--- config.mk ---
export PLATFORM = sky130hd
export DESIGN_NAME = serial_audio_rx
export DESIGN_NICKNAME = d
export VERILOG_FILES = /design/src/rtl/sarx_pkg.sv /design/src/rtl/sarx_sync.sv /design/src/rtl/sarx_shifter.sv /design/src/rtl/serial_audio_rx.sv
export SDC_FILE = /design/constraint.sdc
export NUM_CORES = 1
export LEC_CHECK = 0
export BUFFER_PORTS_ARGS = -buffer_cell sky130_fd_sc_hd__buf_2
export CORE_ASPECT_RATIO = 1.25
export CORE_MARGIN = 10
export CORE_UTILIZATION = 40
export DETAILED_ROUTE_END_ITERATION = 8
export PLACE_DENSITY_LB_ADDON = 0.1
export SLEW_MARGIN = 15
export SYNTH_ARGS = -nofsm -noshare
export SYNTH_HDL_FRONTEND = slang
export SYNTH_HIERARCHICAL = 1
export SYNTH_SLANG_ARGS = --single-unit
--- constraint.sdc ---
create_clock -name clk -period 2.65 [get_ports clk]
set_input_delay 0 -clock clk [delete_from_list [all_inputs] [get_ports clk]]
set_output_delay 0 -clock clk [all_outputs]
set_load 0.01 [all_outputs]
--- src/rtl/sarx_pkg.sv ---
package sarx_pkg;

    typedef enum logic [1:0] {
        FMT_I2S = 2'd0,
        FMT_LJ  = 2'd1,
        FMT_RJ  = 2'd2,
        FMT_ALT = 2'd3
    } fmt_e;

    typedef enum logic [2:0] {
        ST_IDLE,
        ST_HUNT,
        ST_WAIT_L,
        ST_LEFT,
        ST_RIGHT
    } rx_state_e;

    function automatic logic [4:0] word_bits(input logic [1:0] code);
        logic [4:0] n;
        unique case (code)
            2'd0:    n = 5'd16;
            2'd1:    n = 5'd18;
            2'd2:    n = 5'd20;
            default: n = 5'd24;
        endcase
        return n;
    endfunction

endpackage

--- src/rtl/sarx_sync.sv ---
module sarx_sync #(
    parameter int STAGES = 2,
    parameter int W      = 3
) (
    input  logic         clk,
    input  logic         rst_n,
    input  logic [W-1:0] async_i,
    output logic [W-1:0] sync_o,
    output logic         rise0_o
);
    logic [W-1:0] pipe [STAGES];
    logic         last0;

    generate
        for (genvar g = 0; g < STAGES; g++) begin : g_stage
            always_ff @(posedge clk or negedge rst_n) begin
                if (!rst_n)      pipe[g] <= '0;
                else if (g == 0) pipe[g] <= async_i;
                else             pipe[g] <= pipe[(g == 0) ? 0 : g - 1];
            end
        end
    endgenerate

    always_ff @(posedge clk or negedge rst_n) begin
        if (!rst_n) last0 <= 1'b0;
        else        last0 <= pipe[STAGES-1][0];
    end

    assign sync_o  = pipe[STAGES-1];
    assign rise0_o = pipe[STAGES-1][0] & ~last0;

    // bit events are isolated, never two in a row
    p_rise_spaced_r8: assert property (@(posedge clk) disable iff (!rst_n)
        rise0_o |=> !rise0_o);

endmodule

--- src/rtl/sarx_shifter.sv ---
module sarx_shifter #(
    parameter int OUT_W    = 24,
    parameter int MAX_HALF = 32
) (
    input  logic             clk,
    input  logic             rst_n,
    input  logic             step_i,
    input  logic             start_i,
    input  logic             bit_i,
    input  logic             keep_all_i,
    input  logic [4:0]       wbits_i,
    output logic [OUT_W-1:0] aligned_o
);
    localparam int CNT_W = $clog2(MAX_HALF + 2);
    localparam logic [CNT_W-1:0] CNT_MAX = '1;

    logic [OUT_W-1:0] shreg;
    logic [CNT_W-1:0] cnt;
    logic             room;

    assign room = keep_all_i || (cnt < CNT_W'(wbits_i));

    always_ff @(posedge clk or negedge rst_n) begin
        if (!rst_n) begin
            shreg <= '0;
            cnt   <= '0;
        end else if (start_i) begin
            shreg <= {{(OUT_W-1){1'b0}}, bit_i};
            cnt   <= CNT_W'(1);
        end else if (step_i) begin
            if (room) shreg <= {shreg[OUT_W-2:0], bit_i};
            if (cnt != CNT_MAX) cnt <= cnt + 1'b1;
        end
    end

    assign aligned_o = shreg << (OUT_W - int'(wbits_i));

    // when capturing from the front, nothing past the word is kept
    p_lead_capture_clear_r4: assert property (@(posedge clk) disable iff (!rst_n)
        !keep_all_i |-> ((shreg >> wbits_i) == '0));

endmodule

--- src/rtl/serial_audio_rx.sv ---
module serial_audio_rx #(
    parameter int OUT_W       = 24,
    parameter int SYNC_STAGES = 2,
    parameter int MAX_HALF    = 32
) (
    input  logic             clk,
    input  logic             rst_n,
    input  logic             sclk_i,
    input  logic             lrclk_i,
    input  logic             sdata_i,
    input  logic [1:0]       fmt_i,
    input  logic [1:0]       wlen_i,
    output logic [OUT_W-1:0] left_o,
    output logic [OUT_W-1:0] right_o,
    output logic             valid_o
);
    import sarx_pkg::*;

    rx_state_e        state, state_nx;
    logic [2:0]       sync_v;
    logic             rise, lr_s, dat_s;
    logic             lr_prev, eff_prev, eff, bnd, new_left;
    logic             i2s_mode, rj_mode;
    logic [4:0]       wbits;
    logic [OUT_W-1:0] aligned, hold_l;

    sarx_sync #(.STAGES(SYNC_STAGES), .W(3)) u_sync (
        .clk     (clk),
        .rst_n   (rst_n),
        .async_i ({sdata_i, lrclk_i, sclk_i}),
        .sync_o  (sync_v),
        .rise0_o (rise)
    );
    assign lr_s  = sync_v[1];
    assign dat_s = sync_v[2];

    assign i2s_mode = (fmt_e'(fmt_i) == FMT_I2S);
    assign rj_mode  = (fmt_e'(fmt_i) == FMT_RJ);
    assign wbits    = word_bits(wlen_i);

    // I2S is handled as front-justified framing against a one-bit-late select
    assign eff      = i2s_mode ? lr_prev : lr_s;
    assign bnd      = rise && (state != ST_IDLE) && (eff != eff_prev);
    assign new_left = i2s_mode ? ~eff : eff;

    sarx_shifter #(.OUT_W(OUT_W), .MAX_HALF(MAX_HALF)) u_shift (
        .clk        (clk),
        .rst_n      (rst_n),
        .step_i     (rise && (state != ST_IDLE)),
        .start_i    (bnd),
        .bit_i      (dat_s),
        .keep_all_i (rj_mode),
        .wbits_i    (wbits),
        .aligned_o  (aligned)
    );

    always_ff @(posedge clk or negedge rst_n) begin
        if (!rst_n) state <= ST_IDLE;
        else        state <= state_nx;
    end

    always_comb begin
        state_nx = state;
        unique case (state)
            ST_IDLE:   if (rise) state_nx = ST_HUNT;
            ST_HUNT:   if (bnd)  state_nx = new_left ? ST_LEFT : ST_WAIT_L;
            ST_WAIT_L: if (bnd)  state_nx = ST_LEFT;
            ST_LEFT:   if (bnd)  state_nx = ST_RIGHT;
            ST_RIGHT:  if (bnd)  state_nx = ST_LEFT;
            default:             state_nx = ST_IDLE;
        endcase
    end

    always_ff @(posedge clk or negedge rst_n) begin
        if (!rst_n) begin
            lr_prev  <= 1'b0;
            eff_prev <= 1'b0;
            hold_l   <= '0;
            left_o   <= '0;
            right_o  <= '0;
            valid_o  <= 1'b0;
        end else begin
            valid_o <= 1'b0;
            if (rise) begin
                lr_prev  <= lr_s;
                eff_prev <= (state == ST_IDLE) ? lr_s : eff;
            end
            if (bnd) begin
                unique case (state)
                    ST_LEFT: hold_l <= aligned;
                    ST_RIGHT: begin
                        left_o  <= hold_l;
                        right_o <= aligned;
                        valid_o <= 1'b1;
                    end
                    default: ;
                endcase
            end
        end
    end

    // valid is a single-cycle pulse
    p_valid_pulse_r7: assert property (@(posedge clk) disable iff (!rst_n)
        valid_o |=> !valid_o);

    // a pulse only follows a completed right half-frame
    p_valid_after_right_r9: assert property (@(posedge clk) disable iff (!rst_n)
        valid_o |-> ($past(state) == ST_RIGHT));

    // zero fill below the word on both outputs
    p_low_zero_r6: assert property (@(posedge clk) disable iff (!rst_n)
        valid_o |-> (((left_o | right_o) << int'(wbits)) == '0));

    // outputs are steady between pulses
    p_hold_r7: assert property (@(posedge clk) disable iff (!rst_n)
        !valid_o |=> (valid_o || ($stable(left_o) && $stable(right_o))));

endmodule

==> reports/qor.csv, run 1 <==
metric;value;unit
fin_cells;789;
finalClockSkew;8.10;ps
status;complete, no violations;
floorplan.initialDensity;40.6;%
report.final.slew_viol_count;0;
timing.reg2reg.worst_path_depth;7;
route.vias.total;4146;
fill_cells;1399;
worstMarginPinSlew;631;ps
detail-route-antenna-nets;0;
drt-wirelength-per-cell;17.3;µm
finalWorstPathRequiredPeriod;2150;ps
core_area;0.0149;mm²
worst-r2r-setup-slack;590;ps
clock_buffer_count_from_cts;17;
clkSlewWorstSetupHoldPaths;50;ps
final_cell_mix;115 x sky130_fd_sc_hd__dfrtp_1, 63 x sky130_fd_sc_hd__mux2_2, 57 x sky130_fd_sc_hd__nor2_1;
grt_antenna_before_repair;0;
rows;50;
post_route_cells_drive_above_1_share;34.1;%
postCtsResizedCells;0;
fin_crit_share;81.3;%
track_usage;14.0;%
finalSetupViolations;0;
maxCapViolations;0;
instance_count_of_the_mapped_netlist;529;
totalWireLength;13.6;mm
power_per_cell_area;800;mW/mm²
startpoint_type;primary input;
grt_remaining_overflow;0;
finalHoldViolCount;0;
first_pass_iters;4;
dp_hpwl;9.96;mm
timing.critical_path.arrival;2450;ps
postPlaceCellArea;0.00650;mm²
clock_tree.htree_level_count;4;
hold-path-cell-count;4;
synth.cell_area;0.00605;mm²
pin_count_of_the_biggest_net_entering_global_routing;51;
ioPinCount;58;
vdd_ir_drop_max;406;µV
fp.dieW;130;µm
grt_setup_unrepaired;false;
mostFrequentLayoutCell;sky130_fd_sc_hd__dfrtp_1;
place_congestion;0.911;
grt_first_pass_wirelength;22.4;mm
die_y;158;µm
first_iter_violations;167;
cts_tree;done;
num_antenna_cells;0;
layout-area-overhead-vs-synth;18.6;%
final_cell_area;0.00718;mm²
place.port_buffers;57;
clkLatencyLatePin;420;ps
critPathMaxFanout;6;
cts_sinks;115;
worst_hold_path_type;in -> reg;
timing_worst_setup_path_type;in -> reg;
fmax;0.464;GHz
root_buffer_master;sky130_fd_sc_hd__clkbuf_16;
dp_cells;753;
timing.critical_path.required;2950;ps
detail_route.vias_per_cell;5.25;
nNetsFinal;609;
grt_pass1_vias;4251;
postSynthNetCount;544;
worst_setup_path_end_kind;register;
design_power_total;5.74;mW
post_synth.cell_area_avg;11.4;µm²
die_footprint;0.0205;mm²
p_leak;3.73;nW
slew_headroom;57.9;%
multi_input_area;0.00290;mm²
synth.yosys.warnings;6;
final.setup.tns;0;ps
clock_tree.buffer_depth;2;
drc_errors;0;
layout.area.seq;0.00288;mm²
## metrics by stage
step | hold WS [ps] | util, % | setup WS, ps
after global placement | 62.9 | 43.7 | 63.7
after floorplan | -296 | - | 333
after detailed placement | 70.0 | 43.7 | 73.9
after CTS | 13.0 | 48.2 | 521
final | 24.5 | 48.2 | 497
after global routing | 71.1 | 48.2 | 369
## report_power, final
group / internal, mW / total [mW] / switching (mW) / leakage (nW)
Clock: 1.58 / 2.39 / 0.815 / 0.298
Combinational: 0.565 / 1.13 / 0.563 / 1.88
Sequential: 2.01 / 2.22 / 0.213 / 1.56
## critical path: stages
cell and delay (ps):
sky130_fd_sc_hd__buf_2 90, sky130_fd_sc_hd__nor2b_1 200, sky130_fd_sc_hd__inv_1 90, sky130_fd_sc_hd__ha_1 370, sky130_fd_sc_hd__buf_4 190, sky130_fd_sc_hd__mux2_2 350, sky130_fd_sc_hd__o21ai_0 250, sky130_fd_sc_hd__o22ai_1 150
sky130_fd_sc_hd__a22oi_1 160, sky130_fd_sc_hd__o21ai_0 250, sky130_fd_sc_hd__mux2_2 340
## final cells by class
type / count / share of cell area [%]
clock buffer: 21 / 6.70
clock inverter: 11 / 2.11
inverter: 9 / 0.471
multi-input combinational: 372 / 40.5
sequential: 115 / 40.1
tap: 182 / 3.17
timing repair buffer: 79 / 6.97
## state kept, by name, indices dropped and copies added, names as in the netlist
signal	cells
u_shift/shreg	24
valid_o	1
lr_prev	1
right_o	24
u_sync/last0	1
u_sync/pipe	3
eff_prev	1
u_sync/sync_o	3
hold_l	24
state	3
left_o	24
u_shift/cnt	6
## timing repair
action                                 in CTS  in global routing
buffers inserted                            0                  0
endpoints found under the hold margin      47                  0
hold buffers                                4                  0
## layer usage
| metal | GRT usage, % | vias up | share of wire (%) |
|---|---|---|---|
| li1 | - | 1998 | - |
| met1 | 16.2 | 2026 | 43 |
| met2 | 23.3 | 92 | 50 |
| met3 | 3.20 | 30 | 3.9 |
| met4 | 7.78 | 0 | 3.1 |
| met5 | 0 | - | 0 |
## path summary, 6_finish.rpt
check | from | endpoint
max | wlen_i[0] | right_o[16]$_DFFE_PN0P_
min | fmt_i[0] | eff_prev$_DFFE_PN0P_
max reg2reg | u_shift/shreg[13]$_DFFE_PN0P_ | right_o[17]$_DFFE_PN0P_
min reg2reg | u_sync/pipe[4]$_DFF_PN0_ | u_sync/sync_o[1]$_DFF_PN0_
max in group asynchronous | rst_n | hold_l[12]$_DFFE_PN0P_
min in group asynchronous | rst_n | left_o[19]$_DFFE_PN0P_
Power figures use the tool's default switching activity.
==> run 2, diff against run 1 <==
Clock period 2.65 ns to 2.1 ns, I/O delays scaled along.
==> run 2 against run 1 <==
Via count up 2.6%; sequential share of layout area down 1.7 points; die area unchanged; core utilization up 2.1 points; setup slack worse by 430 ps; combinational power up 42%; register-to-register slack worse by 530 ps; power up 30%; clock skew up 0.87 ps; first-iteration DRC count up 1.2%; largest cell class unchanged; largest power group unchanged.
==> reports/qor.csv, run 2 (synthesized netlist as in run 1, its figures left out) <==
metric;value;unit;change
worst-r2r-setup-slack;60;ps;-530 ps
num_antenna_cells;0;;unchanged
p_leak;3.93;nW;+5.3%
timing.reg2reg.worst_path_depth;5;;-2
mostFrequentLayoutCell;sky130_fd_sc_hd__dfrtp_1;;
final_cell_mix;115 x sky130_fd_sc_hd__dfrtp_1, 63 x sky130_fd_sc_hd__mux2_2, 57 x sky130_fd_sc_hd__nor2_1;;
place.port_buffers;57;;unchanged
power_per_cell_area;994;mW/mm²;+24%
report.final.slew_viol_count;0;;unchanged
core_area;0.0149;mm²;unchanged
critPathMaxFanout;6;;unchanged
floorplan.initialDensity;40.6;%;unchanged
grt_pass1_vias;4275;;+0.56%
fin_crit_share;97.0;%;
fill_cells;1365;;-2.4%
clock_buffer_count_from_cts;17;;unchanged
worst_setup_path_end_kind;register;;
finalWorstPathRequiredPeriod;2040;ps;
grt_remaining_overflow;0;;unchanged
final.setup.tns;0;ps;unchanged
route.vias.total;4255;;+2.6%
worstReg2RegStart;u_shift/shreg[15]$_DFFE_PN0P_;;
detailedPlace.worstSlack;-245;ps;-319 ps
cp_top_family;multiplexers;;
cts_tree;done;;
power.share.switching;27.9;%;+0.22 points
status;complete, no violations;;
rows;50;;unchanged
path_cells;mux4_2 -> mux2i_1 -> nor3_1 -> or3_1 -> mux2_2;;
fp.dieW;130;µm;unchanged
cp_slowest_stage_delay;510;ps;+140 ps
nNetsFinal;645;;+5.9%
worstMarginPinSlew;697;ps;+66.5 ps
ioPinCount;58;;unchanged
fin_cells;825;;+4.6%
final_cell_area;0.00749;mm²;+4.4%
worst_hold_path_type;in -> async;;
reg2reg_to;right_o[17]$_DFFE_PN0P_;;
clock_tree.htree_level_count;4;;unchanged
postPlaceCellArea;0.00682;mm²;+4.8%
clkLatencyLatePin;420;ps;about the same
vdd_ir_drop_max;590;µV;+45%
pin_count_of_the_biggest_net_entering_global_routing;55;;+7.8%
critical-path-slowest-cell;sky130_fd_sc_hd__mux4_2;;
critical_path_buf_inv_count;0;;-3
finalClockSkew;8.97;ps;+0.870 ps
design_power_total;7.45;mW;+30%
dp_hpwl;10.3;mm;+3.2%
grt_first_pass_wirelength;22.8;mm;+1.6%
detail_route.vias_per_cell;5.16;;-1.8%
drc_errors;0;;unchanged
die_y;158;µm;unchanged
clkSlewWorstSetupHoldPaths;60;ps;about the same
seq_power_share;37.5;%;-1.2 points
totalWireLength;13.6;mm;about the same
power_switching;2.08;mW;+31%
power.share.combinational;21.4;%;+1.8 points
dp_cells;789;;+4.8%
die_footprint;0.0205;mm²;unchanged
detail-route-antenna-nets;0;;unchanged
maxCapViolations;0;;unchanged
place_congestion;0.871;;-4.4%
drt-wirelength-per-cell;16.5;µm;-4.3%
first_pass_iters;4;;unchanged
cell_internal_pwr;5.37;mW;+29%
root_buffer_master;sky130_fd_sc_hd__clkbuf_16;;
finalSetupViolations;0;;unchanged
grt_antenna_before_repair;0;;unchanged
slew_headroom;53.2;%;-4.8 points
clock_power_share;41.0;%;-0.7 points
post_route_cells_drive_above_1_share;38.1;%;+4.0 points
finalHoldViolCount;0;;unchanged
clock_tree.buffer_depth;2;;unchanged
timing_worst_setup_path_type;reg -> reg;;
startpoint_type;register;;
layout-area-overhead-vs-synth;23.8;%;
track_usage;14.1;%;+0.080 points
fmax;0.491;GHz;
timing.critical_path.required;2400;ps;-550 ps
grt_setup_unrepaired;false;;
timing.critical_path.arrival;2340;ps;-110 ps
post-route-worst-setup-slack;63.8;ps;-433 ps
cts_sinks;115;;unchanged
first_iter_violations;169;;+1.2%
[run 2: changes by cell type in the layout (fill, tap and decap cells not counted), sizes merged]
cell / delta
clkbuf: -3
buf: +36
inv: +4
bufinv: +1
clkinvlp: -2
[run 2: worst max path at each step]
| stage | from | end | cells past startpoint |
|---|---|---|---|
| final | u_shift/shreg[15]$_DFFE_PN0P_ | right_o[17]$_DFFE_PN0P_ | 5 |
| after detailed placement | wlen_i[1] | right_o[17]$_DFFE_PN0P_ | 12 |
| after global placement | wlen_i[1] | right_o[17]$_DFFE_PN0P_ | 12 |
| after floorplan | wlen_i[0] | right_o[17]$_DFFE_PN0P_ | 11 |
| after CTS | u_shift/shreg[15]$_DFFE_PN0P_ | right_o[17]$_DFFE_PN0P_ | 5 |
| after global routing | u_shift/shreg[15]$_DFFE_PN0P_ | right_o[17]$_DFFE_PN0P_ | 5 |
[run 2: routing by layer]
metal / GRT usage, % / up-vias / wire length, µm / share of wire, %
li1: - / 2073 / - / -
met1: 16.6 / 2087 / 5970 / 44
met2: 23.4 / 74 / 6830 / 50
met3: 3.00 / 21 / 404 / 3.0
met4: 7.46 / 0 / 410 / 3.0
met5: 0 / - / 0 / 0
[run 2: power by group through the flow]
stage | Combinational, mW | Clock [mW] | Sequential [mW]
after floorplan | 1.13 | 0 | 2.75
after global placement | 1.57 | 0 | 2.82
after detailed placement | 1.59 | 0 | 2.83
after CTS | 1.60 | 3.13 | 2.79
after global routing | 1.76 | 3.22 | 2.84
final | 1.60 | 3.06 | 2.79
[run 2: final cells by class]
type                       count  area (µm²)  area share, %
clock buffer                  18         429           5.73
clock inverter                14         201           2.69
sequential                   115        2880           38.4
tap                          182         228           3.04
multi-input combinational    372        2920           38.9
inverter                       9        33.8          0.451
timing repair buffer         115         808           10.8
[run 2: stage by stage]
stage	util [%]	hold slack, ps
floorplan	-	-296
global placement	45.8	-94.3
detailed placement	45.8	-87.2
CTS	50.3	4.59
global route	50.3	35.4
finish	50.3	13.9
[run 2: timing repair]
action                                  4_1_cts  5_1_grt
hold endpoints to repair                    118        0
hold buffers                                  4        0
buffers inserted                              0        0
gates resized for setup                       0        1
endpoints found under the setup margin        0        1
[run 2: worst reg2reg max path: cells and delay by family, from the launching register on]
kind,cells,cell delay [ps]
DFF,1,440
muxes,3,1010
and+or+nand+nor,2,470
